==> src/rtl/dwe_pkg.sv <==
package dwe_pkg;
    typedef enum logic [2:0] {
        ST_IDLE  = 3'd0,
        ST_CHECK = 3'd1,
        ST_DGET  = 3'd2,
        ST_MEM   = 3'd3,
        ST_GAP   = 3'd4
    } dwe_state_e;

    typedef enum logic [1:0] {
        FN_NONE  = 2'd0,
        FN_WRITE = 2'd1,
        FN_READ  = 2'd2,
        FN_WCHK  = 2'd3
    } dwe_func_e;
endpackage

==> src/rtl/dwe_range_check.sv <==
module dwe_range_check #(
    parameter int DAW       = 22,
    parameter int PSELW     = 3,
    parameter int PLAT_LOG2 = 18,
    parameter int SEG_LSB   = 15,
    parameter int SEGW      = 5
) (
    input  logic [DAW-1:0]         da,
    input  logic [PSELW-1:0]       plat_sel,
    input  logic [(1<<SEGW)-1:0]   lock_mask,
    output logic                   over_cap,
    output logic                   locked
);
    localparam int CW = DAW + 1;

    logic [CW-1:0] cap;

    always_comb begin
        cap      = (CW'(plat_sel) + CW'(1)) << PLAT_LOG2;
        over_cap = ({1'b0, da} >= cap);
        locked   = lock_mask[da[SEG_LSB +: SEGW]];
    end
endmodule

==> src/rtl/dwe_addr_step.sv <==
module dwe_addr_step #(
    parameter int MAW = 18,
    parameter int DAW = 22,
    parameter int WCW = 16
) (
    input  logic [MAW-1:0] ma_i,
    input  logic [DAW-1:0] da_i,
    input  logic [WCW-1:0] wc_i,
    input  logic           hold,
    output logic [MAW-1:0] ma_o,
    output logic [DAW-1:0] da_o,
    output logic [WCW-1:0] wc_o,
    output logic           last_o
);
    always_comb begin
        ma_o   = hold ? ma_i : ma_i + MAW'(2);
        da_o   = da_i + DAW'(1);
        wc_o   = wc_i + WCW'(1);
        last_o = (wc_o == '0);
    end
endmodule

==> src/rtl/dwe_pacer.sv <==
module dwe_pacer #(
    parameter int GAPW = 16
) (
    input  logic            clk,
    input  logic            rst_n,
    input  logic            load,
    input  logic [GAPW-1:0] len,
    output logic            expired
);
    logic [GAPW-1:0] cnt_d, cnt_q;

    always_comb begin
        cnt_d = cnt_q;
        if (load)
            cnt_d = (len == '0) ? '0 : len - GAPW'(1);
        else if (cnt_q != '0)
            cnt_d = cnt_q - GAPW'(1);
        expired = (cnt_q == '0);
    end

    always_ff @(posedge clk) begin
        if (!rst_n) cnt_q <= '0;
        else        cnt_q <= cnt_d;
    end


    pace_dec_chk: assert property (@(posedge clk) disable iff (!rst_n)
        (!load && cnt_q != '0) |=> (cnt_q == $past(cnt_q) - GAPW'(1)));
endmodule

==> src/rtl/dma_word_engine.sv <==
module dma_word_engine
    import dwe_pkg::*;
#(
    parameter int DW        = 16,
    parameter int MXW       = 2,
    parameter int DXW       = 6,
    parameter int SEG_LSB   = 15,
    parameter int SEGW      = 5,
    parameter int PLAT_LOG2 = 18,
    parameter int PSELW     = 3,
    parameter int GAPW      = 16
) (
    input  logic                   clk,
    input  logic                   rst_n,
    input  logic                   start,
    input  logic [1:0]             func,
    input  logic                   burst,
    input  logic [GAPW-1:0]        gap_len,
    input  logic [PSELW-1:0]       plat_sel,
    input  logic [(1<<SEGW)-1:0]   lock_mask,
    input  logic                   ma_hold,
    input  logic [DW-1:0]          init_ma,
    input  logic [MXW-1:0]         init_mx,
    input  logic [DW-1:0]          init_da,
    input  logic [DXW-1:0]         init_dx,
    input  logic [DW-1:0]          init_wc,
    output logic                   mem_req,
    output logic                   mem_we,
    output logic [DW+MXW-1:0]      mem_addr,
    output logic [DW-1:0]          mem_wdata,
    input  logic                   mem_ack,
    input  logic                   mem_nxm,
    input  logic [DW-1:0]          mem_rdata,
    output logic                   dsk_rd,
    output logic                   dsk_we,
    output logic [DW+DXW-1:0]      dsk_addr,
    output logic [DW-1:0]          dsk_wdata,
    input  logic [DW-1:0]          dsk_rdata,
    output logic                   busy,
    output logic                   done,
    output logic                   err_lock,
    output logic                   err_cmp,
    output logic                   err_nodisk,
    output logic                   err_nomem,
    output logic                   any_err,
    output logic [DW-1:0]          dbuf,
    output logic [DW-1:0]          cur_ma,
    output logic [MXW-1:0]         cur_mx,
    output logic [DW-1:0]          cur_da,
    output logic [DXW-1:0]         cur_dx,
    output logic [DW-1:0]          cur_wc
);
    localparam int MAW = DW + MXW;
    localparam int DAW = DW + DXW;
    localparam int WCW = DW;

    typedef struct packed {
        dwe_state_e     st;
        dwe_func_e      fn;
        logic [MAW-1:0] ma;
        logic [DAW-1:0] da;
        logic [WCW-1:0] wc;
        logic [DW-1:0]  dbr;
        logic           done;
        logic           e_lock;
        logic           e_cmp;
        logic           e_ned;
        logic           e_nxm;
    } regs_t;

    regs_t r_d, r_q;

    logic           over_cap, seg_locked;
    logic [MAW-1:0] ma_nx;
    logic [DAW-1:0] da_nx;
    logic [WCW-1:0] wc_nx;
    logic           wc_last;
    logic           pace_load, pace_done;

    dwe_range_check #(
        .DAW(DAW), .PSELW(PSELW), .PLAT_LOG2(PLAT_LOG2),
        .SEG_LSB(SEG_LSB), .SEGW(SEGW)
    ) u_range (
        .da        (r_q.da),
        .plat_sel  (plat_sel),
        .lock_mask (lock_mask),
        .over_cap  (over_cap),
        .locked    (seg_locked)
    );

    dwe_addr_step #(.MAW(MAW), .DAW(DAW), .WCW(WCW)) u_step (
        .ma_i   (r_q.ma),
        .da_i   (r_q.da),
        .wc_i   (r_q.wc),
        .hold   (ma_hold),
        .ma_o   (ma_nx),
        .da_o   (da_nx),
        .wc_o   (wc_nx),
        .last_o (wc_last)
    );

    dwe_pacer #(.GAPW(GAPW)) u_pace (
        .clk     (clk),
        .rst_n   (rst_n),
        .load    (pace_load),
        .len     (gap_len),
        .expired (pace_done)
    );

    always_comb begin
        r_d       = r_q;
        mem_req   = 1'b0;
        mem_we    = 1'b0;
        dsk_rd    = 1'b0;
        dsk_we    = 1'b0;
        pace_load = 1'b0;
        case (r_q.st)
            ST_IDLE: begin
                if (start && func != 2'd0) begin
                    r_d.fn     = dwe_func_e'(func);
                    r_d.ma     = {init_mx, init_ma} & ~MAW'(1);
                    r_d.da     = {init_dx, init_da};
                    r_d.wc     = init_wc;
                    r_d.done   = 1'b0;
                    r_d.e_lock = 1'b0;
                    r_d.e_cmp  = 1'b0;
                    r_d.e_ned  = 1'b0;
                    r_d.e_nxm  = 1'b0;
                    r_d.st     = ST_CHECK;
                end
            end
            ST_CHECK: begin
                if (over_cap) begin
                    r_d.e_ned = 1'b1;
                    r_d.done  = 1'b1;
                    r_d.st    = ST_IDLE;
                end else if (r_q.fn == FN_WRITE && seg_locked) begin
                    r_d.e_lock = 1'b1;
                    r_d.done   = 1'b1;
                    r_d.st     = ST_IDLE;
                end else if (r_q.fn == FN_WRITE) begin
                    r_d.st = ST_MEM;
                end else begin
                    dsk_rd = 1'b1;
                    r_d.st = ST_DGET;
                end
            end
            ST_DGET: begin
                r_d.dbr = dsk_rdata;
                r_d.st  = ST_MEM;
            end
            ST_MEM: begin
                mem_req = 1'b1;
                mem_we  = (r_q.fn == FN_READ);
                if (mem_ack) begin
                    if (mem_nxm) begin
                        r_d.e_nxm = 1'b1;
                        r_d.done  = 1'b1;
                        r_d.st    = ST_IDLE;
                    end else if (r_q.fn == FN_WCHK && mem_rdata != r_q.dbr) begin
                        r_d.e_cmp = 1'b1;
                        r_d.done  = 1'b1;
                        r_d.st    = ST_IDLE;
                    end else begin
                        if (r_q.fn == FN_WRITE) begin
                            dsk_we  = 1'b1;
                            r_d.dbr = mem_rdata;
                        end
                        r_d.ma = ma_nx;
                        r_d.da = da_nx;
                        r_d.wc = wc_nx;
                        if (wc_last) begin
                            r_d.done = 1'b1;
                            r_d.st   = ST_IDLE;
                        end else if (burst) begin
                            r_d.st = ST_CHECK;
                        end else begin
                            pace_load = 1'b1;
                            r_d.st    = ST_GAP;
                        end
                    end
                end
            end
            ST_GAP: begin
                if (pace_done) r_d.st = ST_CHECK;
            end
            default: r_d.st = ST_IDLE;
        endcase
    end

    always_ff @(posedge clk) begin
        if (!rst_n) begin
            r_q      <= '0;
            r_q.st   <= ST_IDLE;
            r_q.fn   <= FN_NONE;
            r_q.done <= 1'b1;
        end else begin
            r_q <= r_d;
        end
    end

    always_comb begin
        mem_addr   = r_q.ma;
        mem_wdata  = r_q.dbr;
        dsk_addr   = r_q.da;
        dsk_wdata  = mem_rdata;
        busy       = (r_q.st != ST_IDLE);
        done       = r_q.done;
        err_lock   = r_q.e_lock;
        err_cmp    = r_q.e_cmp;
        err_nodisk = r_q.e_ned;
        err_nomem  = r_q.e_nxm;
        any_err    = r_q.e_lock | r_q.e_cmp | r_q.e_ned | r_q.e_nxm;
        dbuf       = r_q.dbr;
        cur_ma     = r_q.ma[DW-1:0];
        cur_mx     = r_q.ma[MAW-1:DW];
        cur_da     = r_q.da[DW-1:0];
        cur_dx     = r_q.da[DAW-1:DW];
        cur_wc     = r_q.wc;
    end


    req_hold_chk: assert property (@(posedge clk) disable iff (!rst_n)
        (mem_req && !mem_ack) |=> (mem_req && $stable(mem_addr) && $stable(mem_wdata)));


    lock_guard_chk: assert property (@(posedge clk) disable iff (!rst_n)
        dsk_we |-> !lock_mask[dsk_addr[SEG_LSB +: SEGW]]);


    idle_quiet_chk: assert property (@(posedge clk) disable iff (!rst_n)
        done |-> (!mem_req && !dsk_rd && !dsk_we && !busy));


    wc_step_chk: assert property (@(posedge clk) disable iff (!rst_n)
        (busy && $past(busy)) |-> (cur_wc == $past(cur_wc) || cur_wc == WCW'($past(cur_wc) + WCW'(1))));


    one_err_chk: assert property (@(posedge clk) disable iff (!rst_n)
        $onehot0({err_lock, err_cmp, err_nodisk, err_nomem}));


    cap_guard_chk: assert property (@(posedge clk) disable iff (!rst_n)
        (mem_req || dsk_rd || dsk_we) |-> (32'(dsk_addr[DAW-1:PLAT_LOG2]) <= 32'(plat_sel)));
endmodule

==> config.mk <==
export PLATFORM = sky130hd
export DESIGN_NAME = dma_word_engine
export DESIGN_NICKNAME = d
export VERILOG_FILES = /design/src/rtl/dwe_pkg.sv /design/src/rtl/dwe_range_check.sv /design/src/rtl/dwe_addr_step.sv /design/src/rtl/dwe_pacer.sv /design/src/rtl/dma_word_engine.sv
export SDC_FILE = /design/constraint.sdc
export NUM_CORES = 1
export LEC_CHECK = 0
export BUFFER_PORTS_ARGS = -buffer_cell sky130_fd_sc_hd__buf_2
export CORE_UTILIZATION = 30
export CTS_CLUSTER_SIZE = 20
export DETAILED_ROUTE_END_ITERATION = 10
export SYNTH_ARGS = -nofsm -noshare
export SYNTH_HDL_FRONTEND = slang
export SYNTH_SLANG_ARGS = --single-unit
==> constraint.sdc <==
create_clock -name clk -period 2.5 [get_ports clk]
set_clock_uncertainty 0.05 [all_clocks]
set_input_delay 0.25 -clock clk [delete_from_list [all_inputs] [get_ports clk]]
set_output_delay 0.25 -clock clk [all_outputs]
set_load 0.02 [all_outputs]
* Word level (Yosys, flattened, before mapping)
Cells that the tools add are included.
Storage, ports and cells: bits in registers 98, bits of input ports 148, word-level logic and storage cells 128
Cells by class: order comparisons 2, bitwise operators 3, equal/unequal tests 22, reductions and logical operators 25, muxes and demuxes 58, add/sub/neg operators 6
Operator list (count):
- $mux W72 | 2
- $pmux W56 S2 | 1
- $mux W73 | 1
- $mux W16 | 4
- $mux W61 | 1
- $logic_not A16 Y1 | 3
- $pmux W16 S2 | 1
- $sub A16 B1 Y16 const B | 2
- $mux W1 | 30
- $mux W3 | 8
- $ne A2 B2 Y1 const B | 12
- $ge A22 B23 Y1 | 1
- $add A22 B1 Y22 const B | 1
- $reduce_and A5 Y1 | 4
- $add A18 B2 Y18 const B | 1
- $mux W18 | 1
- $add A16 B1 Y16 const B | 1
- $ne A16 B16 Y1 | 1
- $reduce_bool A16 Y1 | 1
- $pmux W3 S5 | 1
- $reduce_bool A2 Y1 | 5
- $pmux W1 S2 | 4
- $reduce_and A4 Y1 | 2
- $eq A3 B2 Y1 const B | 2
- other kinds (19) | 26

* Logic depth before layout (Yosys ltp)
depth after elaboration 8, gate-level depth with buffers 11

* Hierarchy
Synthesis repeated with hierarchy kept, for this count alone.
Second synthesis, totals: cells, all modules 1017, area total of the unflattened synthesis 7948.9 um^2
Modules (own cells, without submodules):
- dma_word_engine | instances 1, cells each 658, area an instance 5206.2 um^2
- dwe_addr_step | instances 1, cells each 165, area an instance 1131.1 um^2
- dwe_pacer | instances 1, cells each 144, area an instance 1131.1 um^2
- dwe_range_check | instances 1, cells each 50, area an instance 480.5 um^2

* Least setup slack after synthesis
Ideal clock, no wire load.
path type reg2reg, start point register r_q (netlist bit dsk_addr[16]), end point register, netlist name done, arrival time 2.373 ns, cell stages (with the launch flop) 8, setup slack -0.045 ns, period minus slack after synthesis 2.545 ns, required time 2.328 ns, cell sequence dfxtp_1 > buf_2 > mux4_2 > mux2i_1 > nor3_1 > or4_1 > a21o_1 > a221o_1
On the way: word-level cells in the longest chain between the ends 5, elaborated cells between the ends (all ways) 8, those cells by class order compare (1); eq/ne (1); mux (4); reduce/logical (2)
RTL lines:
- start, declared | line dma_word_engine.sv:71 | regs_t r_d, r_q;
- start signal, assigned | line dma_word_engine.sv:198 | r_q <= r_d;
- parallel branches: the longest is 5 deep, another holds $ge A22 B23 Y1
Several ways; the timed one is not identified. The select of a mux whose other input is x is not followed. A chain may end at the register's enable or synchronous reset.

* Final worst setup path
start point register r_q (netlist bit cur_wc[3]), end point register, netlist name done
On the way: word-level cells in the longest chain between the ends 4
RTL lines:
- $add A16 B1 Y16 | line dwe_addr_step.sv:18 | wc_o = wc_i + WCW'(1);
- $logic_not A16 Y1 | line dwe_addr_step.sv:19 | last_o = (wc_o == '0);
- $ne A4 B3 Y1 (no line)
- $reduce_and A5 Y1 (no line)
Every way passes these cells.

==> results.md <==
- The run finished, with violations left.
- The checks that failed: setup timing.
- At the worst endpoint, the arrival time is 2.71 ns.
- The number of hold-slack violations in the final timing report was 0.
- The class of the worst hold path is in -> reg.
- The number of buffers added on ports is 299.
- Compared with the post-synthesis result, the final layout area differs by 32.5%.
- The synthesized netlist contains 72 unique library cells.
- The main flop type after synthesis is sky130_fd_sc_hd__dfxtp_1.
- After synthesis, the largest area contributor takes up 25.7% of total cell area.
- The reported net switching power is 2.11 mW.
- For this design the top-level I/O count stands at 303.
- sky130_fd_sc_hd__buf_4 is the most common cell in the netlist.
- For this design the static power due to leakage is 4.51 nW.
- The synthesized design contains 0 enable-type register cells.
- For this configuration, the core starts out at a cell density of 30.8%.
- The number of nets still failing antenna checks after routing is 0.
- The number of placement rows is 57.
- The total overflow left after global routing is 0.
- The post-cts hold buffer count is 0.
- In this run the number of H-tree levels came out at 3.
- The post-synthesis cell count is 995.
- VDD sags by at most 335 µV.
- The Yosys warning count is 0.
- The worst hold path passes through 3 cells.
- Net switching is 35.7% of the power.
- The worst register-to-register path ends at done.
- The die area is 0.0258 mm².
- The clock latency on the worst-skew pair is 0.35 ns.
- The max-slew violation count is 0.
- After the first detailed-routing iteration, the DRC count stood at 586.
- Setup violations remaining at the end of the flow were counted as 1.
- In the global route stage, overall resource usage came out at 19.2%.
- Detailed placement ended at an HPWL of 19.4 mm.
- The overall power after layout is 5.90 mW.
- The type of element capturing the critical path is a register.
- Cell internal power was estimated by the tool at 3.79 mW.
- The overall die width is 161 µm.
- The headroom to the max-slew limit is 53.3%.
- The number of iterations in the first detailed-routing pass is 5.
- Clock-pin slew was measured on the worst setup and hold paths at 0.07 ns.
- Clock tree synthesis inserted a total of 9 buffers.
- In this run the critical register-to-register path is launched from cur_wc[3].
- In this run the most critical hold path is launched from init_ma[15].
- The wire length after detailed routing is 26.4 mm.
- Power spread over the standard cell area amounts to 589 mW/mm².
- For flop-to-flop paths, the worst setup slack is -0.02 ns.
- Summing every instance area after synthesis gives 0.00756 mm².
- The sequential power share is 33.7%.
- For the pin with the worst max-slew slack, the measured transition is 0.701 ns.
- In the finished design, the share of the clock period the worst path needs comes to 101%.
- The async set or reset register ratio after synthesis is 0%.
- The worst hold slack is 0.0903 ns.
- The region available for standard cell placement spans 0.0245 mm².
- The first global-routing pass estimated 39.2 mm of wire.
- The total via count after detailed routing is 8,058.
- The number of global-route vias before repair was 7,379.
- The share of the core filled with cells in the final layout is 40.8%.
- The clock passes through at most 2 buffers.
- The worst register-to-register path has a depth of 8.
- The portion of total power attributed to combinational logic is 38.0%.
- In the final layout, the share of cells above drive strength 1 is 43.4%.
- The congestion estimate from routability-driven global placement came to 0.854.
- The endpoint required time on the critical path is 2.69 ns.
- The cell taking the most area after synthesis is sky130_fd_sc_hd__dfxtp_1.
- The number of antenna violations at the first check in global routing was 5.
- The achievable frequency is 396 MHz.
- After detailed routing, the number of remaining DRC violations is 0.
- The worst setup margin is -0.0238 ns.
- The final layout contains 1,391 nets.
- The endpoint of the worst hold-timing path is mem_addr[15].
- For this run, the register share of the synthesized area comes to 25.7%.
- The pin count of the biggest net entering global routing is 46.
- The sink count of the clock tree is 97.
- After detailed routing, the number of vias per cell comes to 5.16.
- The wire length per cell after detailed routing is 16.9 µm.
- The die is 161 µm tall.
- The worst setup path is launched from a register.
- In the post-synthesis netlist, the biggest area contributors are sky130_fd_sc_hd__dfxtp_1 (26%), sky130_fd_sc_hd__buf_4 (14%), sky130_fd_sc_hd__nand2_1 (5.1%).
- Sorting the synthesized cells by how often they occur yields sky130_fd_sc_hd__buf_4 (144), sky130_fd_sc_hd__nand2_1 (103), sky130_fd_sc_hd__nor2_1 (98), sky130_fd_sc_hd__dfxtp_1 (97), sky130_fd_sc_hd__a21oi_1 (61).
- The number of synthesized register bits is 97.
- The master cell of the clock root buffer is sky130_fd_sc_hd__clkbuf_16.
- The worst setup path is of the reg -> reg kind.
- The worst-path maximum fanout is 5.
- Adding up every negative setup slack in the final design gives -0.0238 ns.
- Setup repair after global routing could not meet its margin everywhere.
- Averaged over all synthesized cells, the footprint is 7.60 µm².
- The tool flagged a number of max-cap violations equal to 0.
- The CTS tree is yes.
- The clock group share of total power is 28.3%.
- For the finished layout, the period the worst path requires is 2.52 ns.
## power groups by stage
stage | Combinational [mW] | Sequential, mW | Clock, mW
finish | 2.24 | 1.99 | 1.67
detailed placement | 2.02 | 2.00 | 0
floorplan | 1.49 | 1.97 | 0
global route | 2.45 | 2.02 | 1.79
global placement | 1.99 | 2.00 | 0
CTS | 2.05 | 1.97 | 1.72
## cells in the final DEF (no fill, tap or decap), types with 8 or more instances in the layout
cell type and instances:
sky130_fd_sc_hd__a31oi_1 11, sky130_fd_sc_hd__xor2_1 30, sky130_fd_sc_hd__nor2b_1 8, sky130_fd_sc_hd__a21oi_1 60, sky130_fd_sc_hd__buf_6 8, sky130_fd_sc_hd__nor4_1 12
sky130_fd_sc_hd__nor2_1 95, sky130_fd_sc_hd__a221oi_2 9, sky130_fd_sc_hd__dfxtp_1 80, sky130_fd_sc_hd__inv_1 18, sky130_fd_sc_hd__buf_2 298, sky130_fd_sc_hd__clkbuf_16 9
sky130_fd_sc_hd__nand3_1 32, sky130_fd_sc_hd__a211oi_1 13, sky130_fd_sc_hd__o31ai_1 16, sky130_fd_sc_hd__o21ai_0 34, sky130_fd_sc_hd__a221oi_1 14, sky130_fd_sc_hd__buf_4 110
sky130_fd_sc_hd__xnor2_1 28, sky130_fd_sc_hd__ha_1 8, sky130_fd_sc_hd__nand2_1 100, sky130_fd_sc_hd__dfxtp_2 13, sky130_fd_sc_hd__nor3_1 41, sky130_fd_sc_hd__a311oi_1 20
sky130_fd_sc_hd__nand4_1 10, sky130_fd_sc_hd__buf_12 9
## timing repair
item	CTS	global route
gates resized for setup	14	75
cloned	0	3
endpoints found under the setup margin	20	44
pin swaps	9	27
buffers inserted	5	21
## stage by stage
step / setup slack (ns) / instance area [µm²] / cells
after CTS: 0.000166 / 9480 / 1537
after detailed placement: -0.165 / 9030 / 1517
after global placement: -0.136 / 9030 / 1517
final: -0.0238 / 10000 / 1563
after global routing: -0.113 / 10000 / 1563
after floorplan: 0.0100 / 7570 / 996
## logic make-up (layout without fill, tap and decap cells)
logic type | count (synthesis) | in the layout | share of synthesized area (%)
and+or+nand+nor | 365 | 366 | 23.3
buffers and inverters | 223 | 461 | 18.4
AOI/OAI and AO/OA | 221 | 222 | 20.4
DFF | 97 | 97 | 25.7
xor gates and xnor gates | 58 | 58 | 6.72
muxes | 19 | 19 | 3.59
adders and majority gates | 11 | 11 | 1.82
other | 1 | 5 | 0.0496
## worst max path at each step
| stage | from | to | slack, ns | cells after the start |
|---|---|---|---|---|
| finish | cur_wc[3] | done | -0.02 | 8 |
| global route | cur_wc[3] | done | -0.11 | 8 |
| CTS | cur_wc[0] | done | 0.0002 | 9 |
| detailed placement | dsk_addr[16] | done | -0.16 | 7 |
| global placement | dsk_addr[16] | done | -0.14 | 7 |
| floorplan | dsk_addr[16] | done | 0.01 | 7 |
## metal layers
layer	global-route usage, %	vias to the layer above	share of wire (%)
li1	-	3913	-
met1	24.3	3785	44
met2	32.0	317	47
met3	3.56	41	5.9
met4	7.72	2	2.6
met5	0	-	0.042
## sequential cells by signal (all words and copies together) (netlist names)
register and cells:
err_nomem 1, u_pace.cnt_q 16, mem_addr 17, err_cmp 1
cur_wc 16, dsk_addr 22, done 1, err_lock 1
err_nodisk 1, r_q 5, dbuf 16
## critical path: stages (launching register included)
cell                        delay [ns]
sky130_fd_sc_hd__dfxtp_4          0.37
sky130_fd_sc_hd__nand4_1          0.16
sky130_fd_sc_hd__buf_4            0.19
sky130_fd_sc_hd__nor3_4           0.19
sky130_fd_sc_hd__o211ai_1         0.16
sky130_fd_sc_hd__a2111oi_4        0.50
sky130_fd_sc_hd__a311oi_4         0.24
sky130_fd_sc_hd__nand4bb_1        0.23
sky130_fd_sc_hd__a221o_1          0.32
## layout make-up
class                           instances  area, µm²
Sequential cell                        97       1970
Timing Repair Buffer                  425       2590
Multi-Input combinational cell        678       4610
Antenna cell                            3       7.51
Fill cell                            2536      14500
Tap cell                              324        405
Clock inverter                          4       98.8
Clock buffer                           11        253
Inverter                               21       81.3
Note: power is estimated with default switching activity, not from simulation.
